<file path="src/rtl/pf_sched_pkg.sv">
package pf_sched_pkg;

   typedef enum logic {
      CLS_HIT  = 1'b0,
      CLS_MISS = 1'b1
   } req_cls_e;

   // Floor square root, bit by bit; operands stay below 2^48.
   function automatic int unsigned fx_isqrt(longint unsigned v);
      longint unsigned r;
      longint unsigned t;
      r = 64'd0;
      for (int b = 23; b >= 0; b--) begin
         t = r | (64'd1 << b);
         if (t * t <= v) r = t;
      end
      return r[31:0];
   endfunction

   // floor(sqrt(len) * 2^frac)
   function automatic int unsigned fx_root_len(int unsigned len, int unsigned frac);
      return fx_isqrt(64'(len) << (2 * frac));
   endfunction

   // floor(sqrt(len - 1/cost) * 2^frac)
   function automatic int unsigned fx_root_part(int unsigned len, int unsigned cost,
                                                int unsigned frac);
      longint unsigned num;
      num = ((64'(cost) * 64'(len) - 64'd1) << (2 * frac)) / 64'(cost);
      return fx_isqrt(num);
   endfunction

endpackage

</file>
<file path="src/rtl/pf_gain_lut.sv">
module pf_gain_lut
   import pf_sched_pkg::*;
#(
   parameter int QW           = 4,
   parameter int FRAC         = 8,
   parameter int MISS_COST    = 2,
   parameter bit MISS_VARIANT = 1'b0
) (
   input  logic [QW-1:0]   len_i,
   output logic [FRAC:0]   gain_o
);
   localparam int GW    = FRAC + 1;
   localparam int DEPTH = 1 << QW;

   if (QW < 1 || QW > 12) begin : g_bad_qw
      $error("pf_gain_lut: QW out of range");
   end
   if (MISS_COST < 2) begin : g_bad_cost
      $error("pf_gain_lut: MISS_COST must exceed one");
   end

   logic [GW-1:0] tbl [DEPTH];

   for (genvar l = 0; l < DEPTH; l++) begin : g_ent
      if (l == 0) begin : g_empty
         assign tbl[l] = '0;
      end else if (MISS_VARIANT) begin : g_miss
         localparam int unsigned VAL =
            fx_root_len(l, FRAC) - fx_root_part(l, MISS_COST, FRAC);
         assign tbl[l] = GW'(VAL);
      end else begin : g_hit
         localparam int unsigned VAL =
            fx_root_len(l, FRAC) - fx_root_len(l - 1, FRAC);
         assign tbl[l] = GW'(VAL);
      end
   end

   assign gain_o = tbl[len_i];

endmodule

</file>
<file path="src/rtl/pf_core_pick.sv">
module pf_core_pick #(
   parameter int N_CORE = 2,
   parameter int TOL_W  = 8,
   parameter int CW     = (N_CORE > 1) ? $clog2(N_CORE) : 1
) (
   input  logic [N_CORE-1:0]       pend_i,
   input  logic [N_CORE*TOL_W-1:0] tol_i,
   output logic                    found_o,
   output logic [CW-1:0]           core_o
);
   if (N_CORE < 1) begin : g_bad_cores
      $error("pf_core_pick: N_CORE must be positive");
   end

   logic [TOL_W-1:0] best_tol;

   // Strict less-than keeps the lower index on equal tolerance.
   always_comb begin
      found_o  = 1'b0;
      core_o   = '0;
      best_tol = '1;
      for (int c = 0; c < N_CORE; c++) begin
         if (pend_i[c] && (!found_o || tol_i[c*TOL_W +: TOL_W] < best_tol)) begin
            found_o  = 1'b1;
            core_o   = CW'(c);
            best_tol = tol_i[c*TOL_W +: TOL_W];
         end
      end
   end

endmodule

</file>
<file path="src/rtl/pf_queue_pick.sv">
module pf_queue_pick #(
   parameter int N_WARP    = 4,
   parameter int QW        = 4,
   parameter int FRAC      = 8,
   parameter int MISS_COST = 2,
   parameter int WW        = (N_WARP > 1) ? $clog2(N_WARP) : 1
) (
   input  logic [N_WARP*QW-1:0] hit_len_i,
   input  logic [N_WARP*QW-1:0] miss_len_i,
   input  logic                 hit_en_i,
   output logic                 found_o,
   output logic [WW-1:0]        warp_o,
   output logic                 miss_o
);
   localparam int GW = FRAC + 1;

   if (N_WARP < 1) begin : g_bad_warps
      $error("pf_queue_pick: N_WARP must be positive");
   end

   logic [GW-1:0] hit_gain  [N_WARP];
   logic [GW-1:0] miss_gain [N_WARP];
   logic [GW-1:0] best_gain;

   for (genvar w = 0; w < N_WARP; w++) begin : g_warp
      pf_gain_lut #(
         .QW(QW), .FRAC(FRAC), .MISS_COST(MISS_COST), .MISS_VARIANT(1'b0)
      ) u_hit_lut (
         .len_i (hit_len_i[w*QW +: QW]),
         .gain_o(hit_gain[w])
      );
      pf_gain_lut #(
         .QW(QW), .FRAC(FRAC), .MISS_COST(MISS_COST), .MISS_VARIANT(1'b1)
      ) u_miss_lut (
         .len_i (miss_len_i[w*QW +: QW]),
         .gain_o(miss_gain[w])
      );
   end

   // Hits are scanned before misses and only a strictly larger gain
   // displaces the holder, which yields hit-first, then lower-warp ties.
   always_comb begin
      found_o   = 1'b0;
      warp_o    = '0;
      miss_o    = 1'b0;
      best_gain = '0;
      for (int w = 0; w < N_WARP; w++) begin
         if (hit_en_i && hit_len_i[w*QW +: QW] != '0 &&
             (!found_o || hit_gain[w] > best_gain)) begin
            found_o   = 1'b1;
            warp_o    = WW'(w);
            miss_o    = 1'b0;
            best_gain = hit_gain[w];
         end
      end
      for (int w = 0; w < N_WARP; w++) begin
         if (miss_len_i[w*QW +: QW] != '0 &&
             (!found_o || miss_gain[w] > best_gain)) begin
            found_o   = 1'b1;
            warp_o    = WW'(w);
            miss_o    = 1'b1;
            best_gain = miss_gain[w];
         end
      end
   end

endmodule

</file>
<file path="src/rtl/pf_dram_sched.sv">
module pf_dram_sched
   import pf_sched_pkg::*;
#(
   parameter int N_CORE    = 2,
   parameter int N_WARP    = 4,
   parameter int QW        = 4,
   parameter int TOL_W     = 8,
   parameter int FRAC      = 8,
   parameter int MISS_COST = 2,
   parameter int CW        = (N_CORE > 1) ? $clog2(N_CORE) : 1,
   parameter int WW        = (N_WARP > 1) ? $clog2(N_WARP) : 1
) (
   input  logic                           clk_i,
   input  logic                           rst_ni,
   input  logic                           ready_i,
   input  logic                           row_open_i,
   input  logic [N_CORE*N_WARP*2*QW-1:0]  occ_i,
   input  logic [N_CORE*TOL_W-1:0]        tol_i,
   output logic                           gnt_valid_o,
   output logic [CW-1:0]                  gnt_core_o,
   output logic [WW-1:0]                  gnt_warp_o,
   output logic                           gnt_miss_o
);
   localparam int OCC_W = N_CORE * N_WARP * 2 * QW;

   if (N_CORE < 1 || N_WARP < 1) begin : g_bad_shape
      $error("pf_dram_sched: N_CORE and N_WARP must be positive");
   end
   if (FRAC < 1 || FRAC > 12) begin : g_bad_frac
      $error("pf_dram_sched: FRAC out of range");
   end
   if (TOL_W < 1) begin : g_bad_tol
      $error("pf_dram_sched: TOL_W must be positive");
   end

   // ---------------- eligibility per core ----------------
   logic [N_CORE-1:0] core_pend;

   for (genvar c = 0; c < N_CORE; c++) begin : g_core
      logic [N_WARP-1:0] warp_has;
      for (genvar w = 0; w < N_WARP; w++) begin : g_w
         localparam int HB = ((c * N_WARP + w) * 2) * QW;
         localparam int MB = HB + QW;
         assign warp_has[w] = (occ_i[MB +: QW] != '0) ||
                              (row_open_i && (occ_i[HB +: QW] != '0));
      end
      assign core_pend[c] = |warp_has;
   end

   // ---------------- core selection ----------------
   logic          core_found;
   logic [CW-1:0] sel_core;

   pf_core_pick #(
      .N_CORE(N_CORE), .TOL_W(TOL_W), .CW(CW)
   ) u_core_pick (
      .pend_i (core_pend),
      .tol_i  (tol_i),
      .found_o(core_found),
      .core_o (sel_core)
   );

   // ---------------- queue lengths of selected core ----------------
   logic [N_WARP*QW-1:0] sel_hit_len;
   logic [N_WARP*QW-1:0] sel_miss_len;

   always_comb begin
      for (int w = 0; w < N_WARP; w++) begin
         sel_hit_len[w*QW +: QW]  = occ_i[((int'(sel_core) * N_WARP + w) * 2) * QW +: QW];
         sel_miss_len[w*QW +: QW] = occ_i[((int'(sel_core) * N_WARP + w) * 2 + 1) * QW +: QW];
      end
   end

   // ---------------- queue selection ----------------
   logic          q_found;
   logic [WW-1:0] sel_warp;
   logic          sel_miss;

   pf_queue_pick #(
      .N_WARP(N_WARP), .QW(QW), .FRAC(FRAC), .MISS_COST(MISS_COST), .WW(WW)
   ) u_queue_pick (
      .hit_len_i (sel_hit_len),
      .miss_len_i(sel_miss_len),
      .hit_en_i  (row_open_i),
      .found_o   (q_found),
      .warp_o    (sel_warp),
      .miss_o    (sel_miss)
   );

   // ---------------- grant register ----------------
   logic issue;
   assign issue = ready_i && core_found && q_found;

   always_ff @(posedge clk_i or negedge rst_ni) begin
      if (!rst_ni) begin
         gnt_valid_o <= 1'b0;
         gnt_core_o  <= '0;
         gnt_warp_o  <= '0;
         gnt_miss_o  <= 1'b0;
      end else begin
         gnt_valid_o <= issue;
         if (issue) begin
            gnt_core_o <= sel_core;
            gnt_warp_o <= sel_warp;
            gnt_miss_o <= sel_miss;
         end
      end
   end

   // ---------------- assertions ----------------
   function automatic logic [QW-1:0] len_at(logic [OCC_W-1:0] v, logic [CW-1:0] c,
                                             logic [WW-1:0] w, logic m);
      return v[((int'(c) * N_WARP + int'(w)) * 2 + int'(m)) * QW +: QW];
   endfunction

   AST_GNT_NEEDS_READY: assert property (@(posedge clk_i) disable iff (!rst_ni)
      gnt_valid_o |-> $past(ready_i));

   AST_GNT_NONEMPTY: assert property (@(posedge clk_i) disable iff (!rst_ni)
      gnt_valid_o |-> (len_at($past(occ_i), gnt_core_o, gnt_warp_o, gnt_miss_o) != '0));

   AST_EMPTY_NO_GRANT: assert property (@(posedge clk_i) disable iff (!rst_ni)
      ($past(occ_i) == '0) |-> !gnt_valid_o);

   AST_HIT_NEEDS_ROW: assert property (@(posedge clk_i) disable iff (!rst_ni)
      (gnt_valid_o && !gnt_miss_o) |-> $past(row_open_i));

   AST_CORE_IN_RANGE: assert property (@(posedge clk_i) disable iff (!rst_ni)
      gnt_valid_o |-> (int'(gnt_core_o) < N_CORE));

endmodule

</file>
<file path="config.mk">
export PLATFORM = sky130hd
export DESIGN_NAME = pf_dram_sched
export DESIGN_NICKNAME = d
export VERILOG_FILES = /design/src/rtl/pf_sched_pkg.sv /design/src/rtl/pf_gain_lut.sv /design/src/rtl/pf_core_pick.sv /design/src/rtl/pf_queue_pick.sv /design/src/rtl/pf_dram_sched.sv
export SDC_FILE = /design/constraint.sdc
export NUM_CORES = 1
export LEC_CHECK = 0
export BUFFER_PORTS_ARGS = -buffer_cell sky130_fd_sc_hd__buf_2
export CAP_MARGIN = 10
export CORE_UTILIZATION = 25
export DETAILED_ROUTE_END_ITERATION = 7
export PLACE_DENSITY = 0.42
export SYNTH_ARGS = -nofsm -noshare
export SYNTH_HDL_FRONTEND = slang
export SYNTH_SLANG_ARGS = --single-unit
</file>
<file path="constraint.sdc">
create_clock -name clk_i -period 1.21 [get_ports clk_i]
set_clock_uncertainty 0.05 [all_clocks]
set_input_delay 0.121 -clock clk_i [delete_from_list [all_inputs] [get_ports clk_i]]
set_output_delay 0.121 -clock clk_i [all_outputs]
set_load 0.03 [all_outputs]
</file>
==> results.md <==
* Run status: finished with violations
* Violations in the final reports: DRC, setup timing
* Std-Cell Rows at 52
* Areal power density over the cells at 1870 nW/um^2
* CTS tree: done
* Number of clock sinks at 5
* Endpoints failing setup at 5
* Buffering stage count on the worst path with inverters included at 11
* Number of clock buffers inserted by TritonCTS at 3
* Min Tclk post-route at 14.79 ns
* Type of the tightest min-delay check: in -> async
* Routed via count at 6601
* Static Leakage at 3.99 nW
* Most used flip-flop cell after synthesis: dfrtp_1
* Largest fanout on the critical path at 8
* Detail-routed via count per cell at 4.94
* FMAX at 67.6 MHz
* Post-synthesis async set-or-reset flop share at 1.00
* Worst path slowest cell: nor4_4
* Nets in the synthesized netlist at 869
* Cell depth of the worst flop-to-flop path at 1
* Yosys reg bits at 5
* First-pass GRT wire length at just over 30 mm
* Synthesized area per cell at slightly above 7 um^2
* Vert. Die Dim at 146 um
* Starting density of the core at 0.255
* Commonest cells after routing, fill and taps aside: 278 x buf_4, 87 x buf_2, 58 x nor2_1
* Die Footprint at 21200 um^2
* Final Hold Fails at 0
* DRC violations left at 1
* Total instance count after detailed placement at 1302
* Total routed wirelength at 19.6 mm
* Critical path data required time at 1.25 ns
* Overall routing resource usage at 0.179
* Ratio of cells with drive above 1 in the final layout at 0.478
* DP Wirelength at 16.4 mm
* Most common library cell in the layout ignoring fill and taps: buf_4
* Unrepaired setup endpoints after global routing: true
* Number of antenna-violating nets in the routed design at 0
* Warnings, synthesis at 0
* Antenna diode count at 0
* Maximum vdd ir drop at 1.10 mV
* Clock transition at path regs at 0.03 ns
* Largest net degree at the start of global routing at 34
* Number of buffers between clock root and the deepest sink at 2
* Final standard cell count with taps included and fillers excluded at 1337
* Clock latency on the worst-skew pair at 0.23 ns
* Final weighted congestion in routability-driven placement at 0.872
* Ports at 89
* Fin. max-slew vios at 0
* Area of placed instances at approximately 7800 um^2
* Worst setup timing slack at the placement stage at -14.23 ns
* Wire length per cell at ~15 um
* Critical Path End Type: flop
* Fin area at 8600 um^2
* Setup_tns at -43.20 ns
* Area share of the largest cell type after synthesis at 0.143
* Synth-to-layout area growth at 66.9%
* Number of synthesized flops with an enable pin at 0
* Top area cells in the synthesized netlist: ha_1 14%, mux2i_1 9.1%, nor2_1 4.5%
* Worst hold-check slack at 0.188 ns
* Clock root buffer: clkbuf_16
* Number of global-route vias before repair at ~6200
* Number of buffers inserted by port buffering at 88
* Peak per-stage delay on the critical path at 0.39 ns
* Layout net count at 1211
* Drt first-iter violations at 277
* Launching element type of the critical path: primary input
* Core region area at 20200 um^2
* Critical path data arrival time at 14.83 ns
* Final design utilization at 0.425
* Tot Pwr at 16.1 mW
* Number of detailed-routing iterations run before antenna repair at 6
* Count of max-cap constraint violations at 0
* Crit Path Class: in -> reg
* Grt total ovfl at 0
* Yosys top cell by area: ha_1
* # H-tree levels at 1
* Setup ws final at -13.58 ns
* Worst slew pin tran at 0.508 ns
* Final period util at 12.2
* X dimension of the die at 146 um
* Family with the most delay on the worst path: compound AO/OA/AOI/OAI gates
* Number of distinct library cells after synthesis at approximately 90
* Antenna violations before repair at 0
* Total standard cell area after synthesis at approximately 5000 um^2
* Part of the Yosys area used for sequential elements at 0.0243
* Levels on crit path at 87
* Critical path's most frequent cell: o21a_1
* Number of instances in the synthesized netlist at 726
* Max transition margin at 0.652
registers in the layout, indices dropped and copies added (netlist names):
register and count:
gnt_warp_o 2, gnt_core_o 1, gnt_miss_o 1, gnt_valid_o 1
synthesized netlist by cell type, types with 8 or more instances:
library cell and count:
nor2_1 62, o211ai_1 8, nor4_1 16, nor3_1 19
mux2i_1 47, a211oi_1 15, mux2_2 16, and3_1 12
or3_1 8, a21o_1 8, a31oi_1 8, clkbuf_1 28
ha_1 59, inv_1 40, nand2_1 56, nand4_1 10
o21a_1 18, a21oi_1 40, nand2b_1 16, o21ai_0 45
nand3_1 17, nor2b_1 21
area by class of cell:
| cell class | instances | area, um^2 |
|---|---|---|
| Tap cell | 270 | 338 |
| Timing Repair Buffer | 379 | 2700 |
| Fill cell | 2122 | 11600 |
| Sequential cell | 5 | 125 |
| Multi-Input combinational cell | 637 | 5190 |
| Inverter | 42 | 160 |
| Clock buffer | 4 | 78.8 |
per-layer routing:
layer	vias up	track usage	routed length (um)
met3	22	0.0160	823
met1	3015	0.262	9870
met5	-	0	0
li1	3428	-	-
met4	0	0.0263	346
met2	136	0.289	8560
path summary, 6_finish.rpt:
check,startpoint,to,slack (ns)
worst min-delay path,rst_ni,gnt_valid_o$_DFF_PN0_,0.19
worst max register to register,gnt_core_o$_DFFE_PN0P_,gnt_core_o$_DFFE_PN0P_,0.41
worst min register to register,gnt_core_o$_DFFE_PN0P_,gnt_core_o$_DFFE_PN0P_,0.47
worst max-delay path,occ_i[8],gnt_miss_o$_DFFE_PN0P_,-13.58
max in group asynchronous,rst_ni,gnt_warp_o[1]$_DFFE_PN0P_,0.79
min in group clk_i,ready_i,gnt_valid_o$_DFF_PN0_,0.26
what timing repair did:
action	CTS	global route
resized for setup	40	52
setup endpoints to repair	5	5
hold buffers	1	0
endpoints found under the hold margin	5	0
buffers inserted	19	11
gates cloned	1	0
pin swaps	38	45
logic make-up (layout without fill, tap and decap cells):
group,after synthesis,count (layout),synth area share
muxes,72,73,0.152
buffers and inverters,85,425,0.0717
DFF,5,5,0.0243
xor gates and xnor gates,8,8,0.0136
and+or+nand+nor,271,271,0.277
adders and majority gates,62,62,0.149
AOI/OAI and AO/OA,223,223,0.313
report_power, final:
part	internal [mW]	total, mW	switching [mW]
Clock	0.436	0.534	0.0986
Combinational	8.00	15.3	7.26
Sequential	0.235	0.270	0.0347
Total	8.67	16.1	7.39
Power figures use the tool's default switching activity.
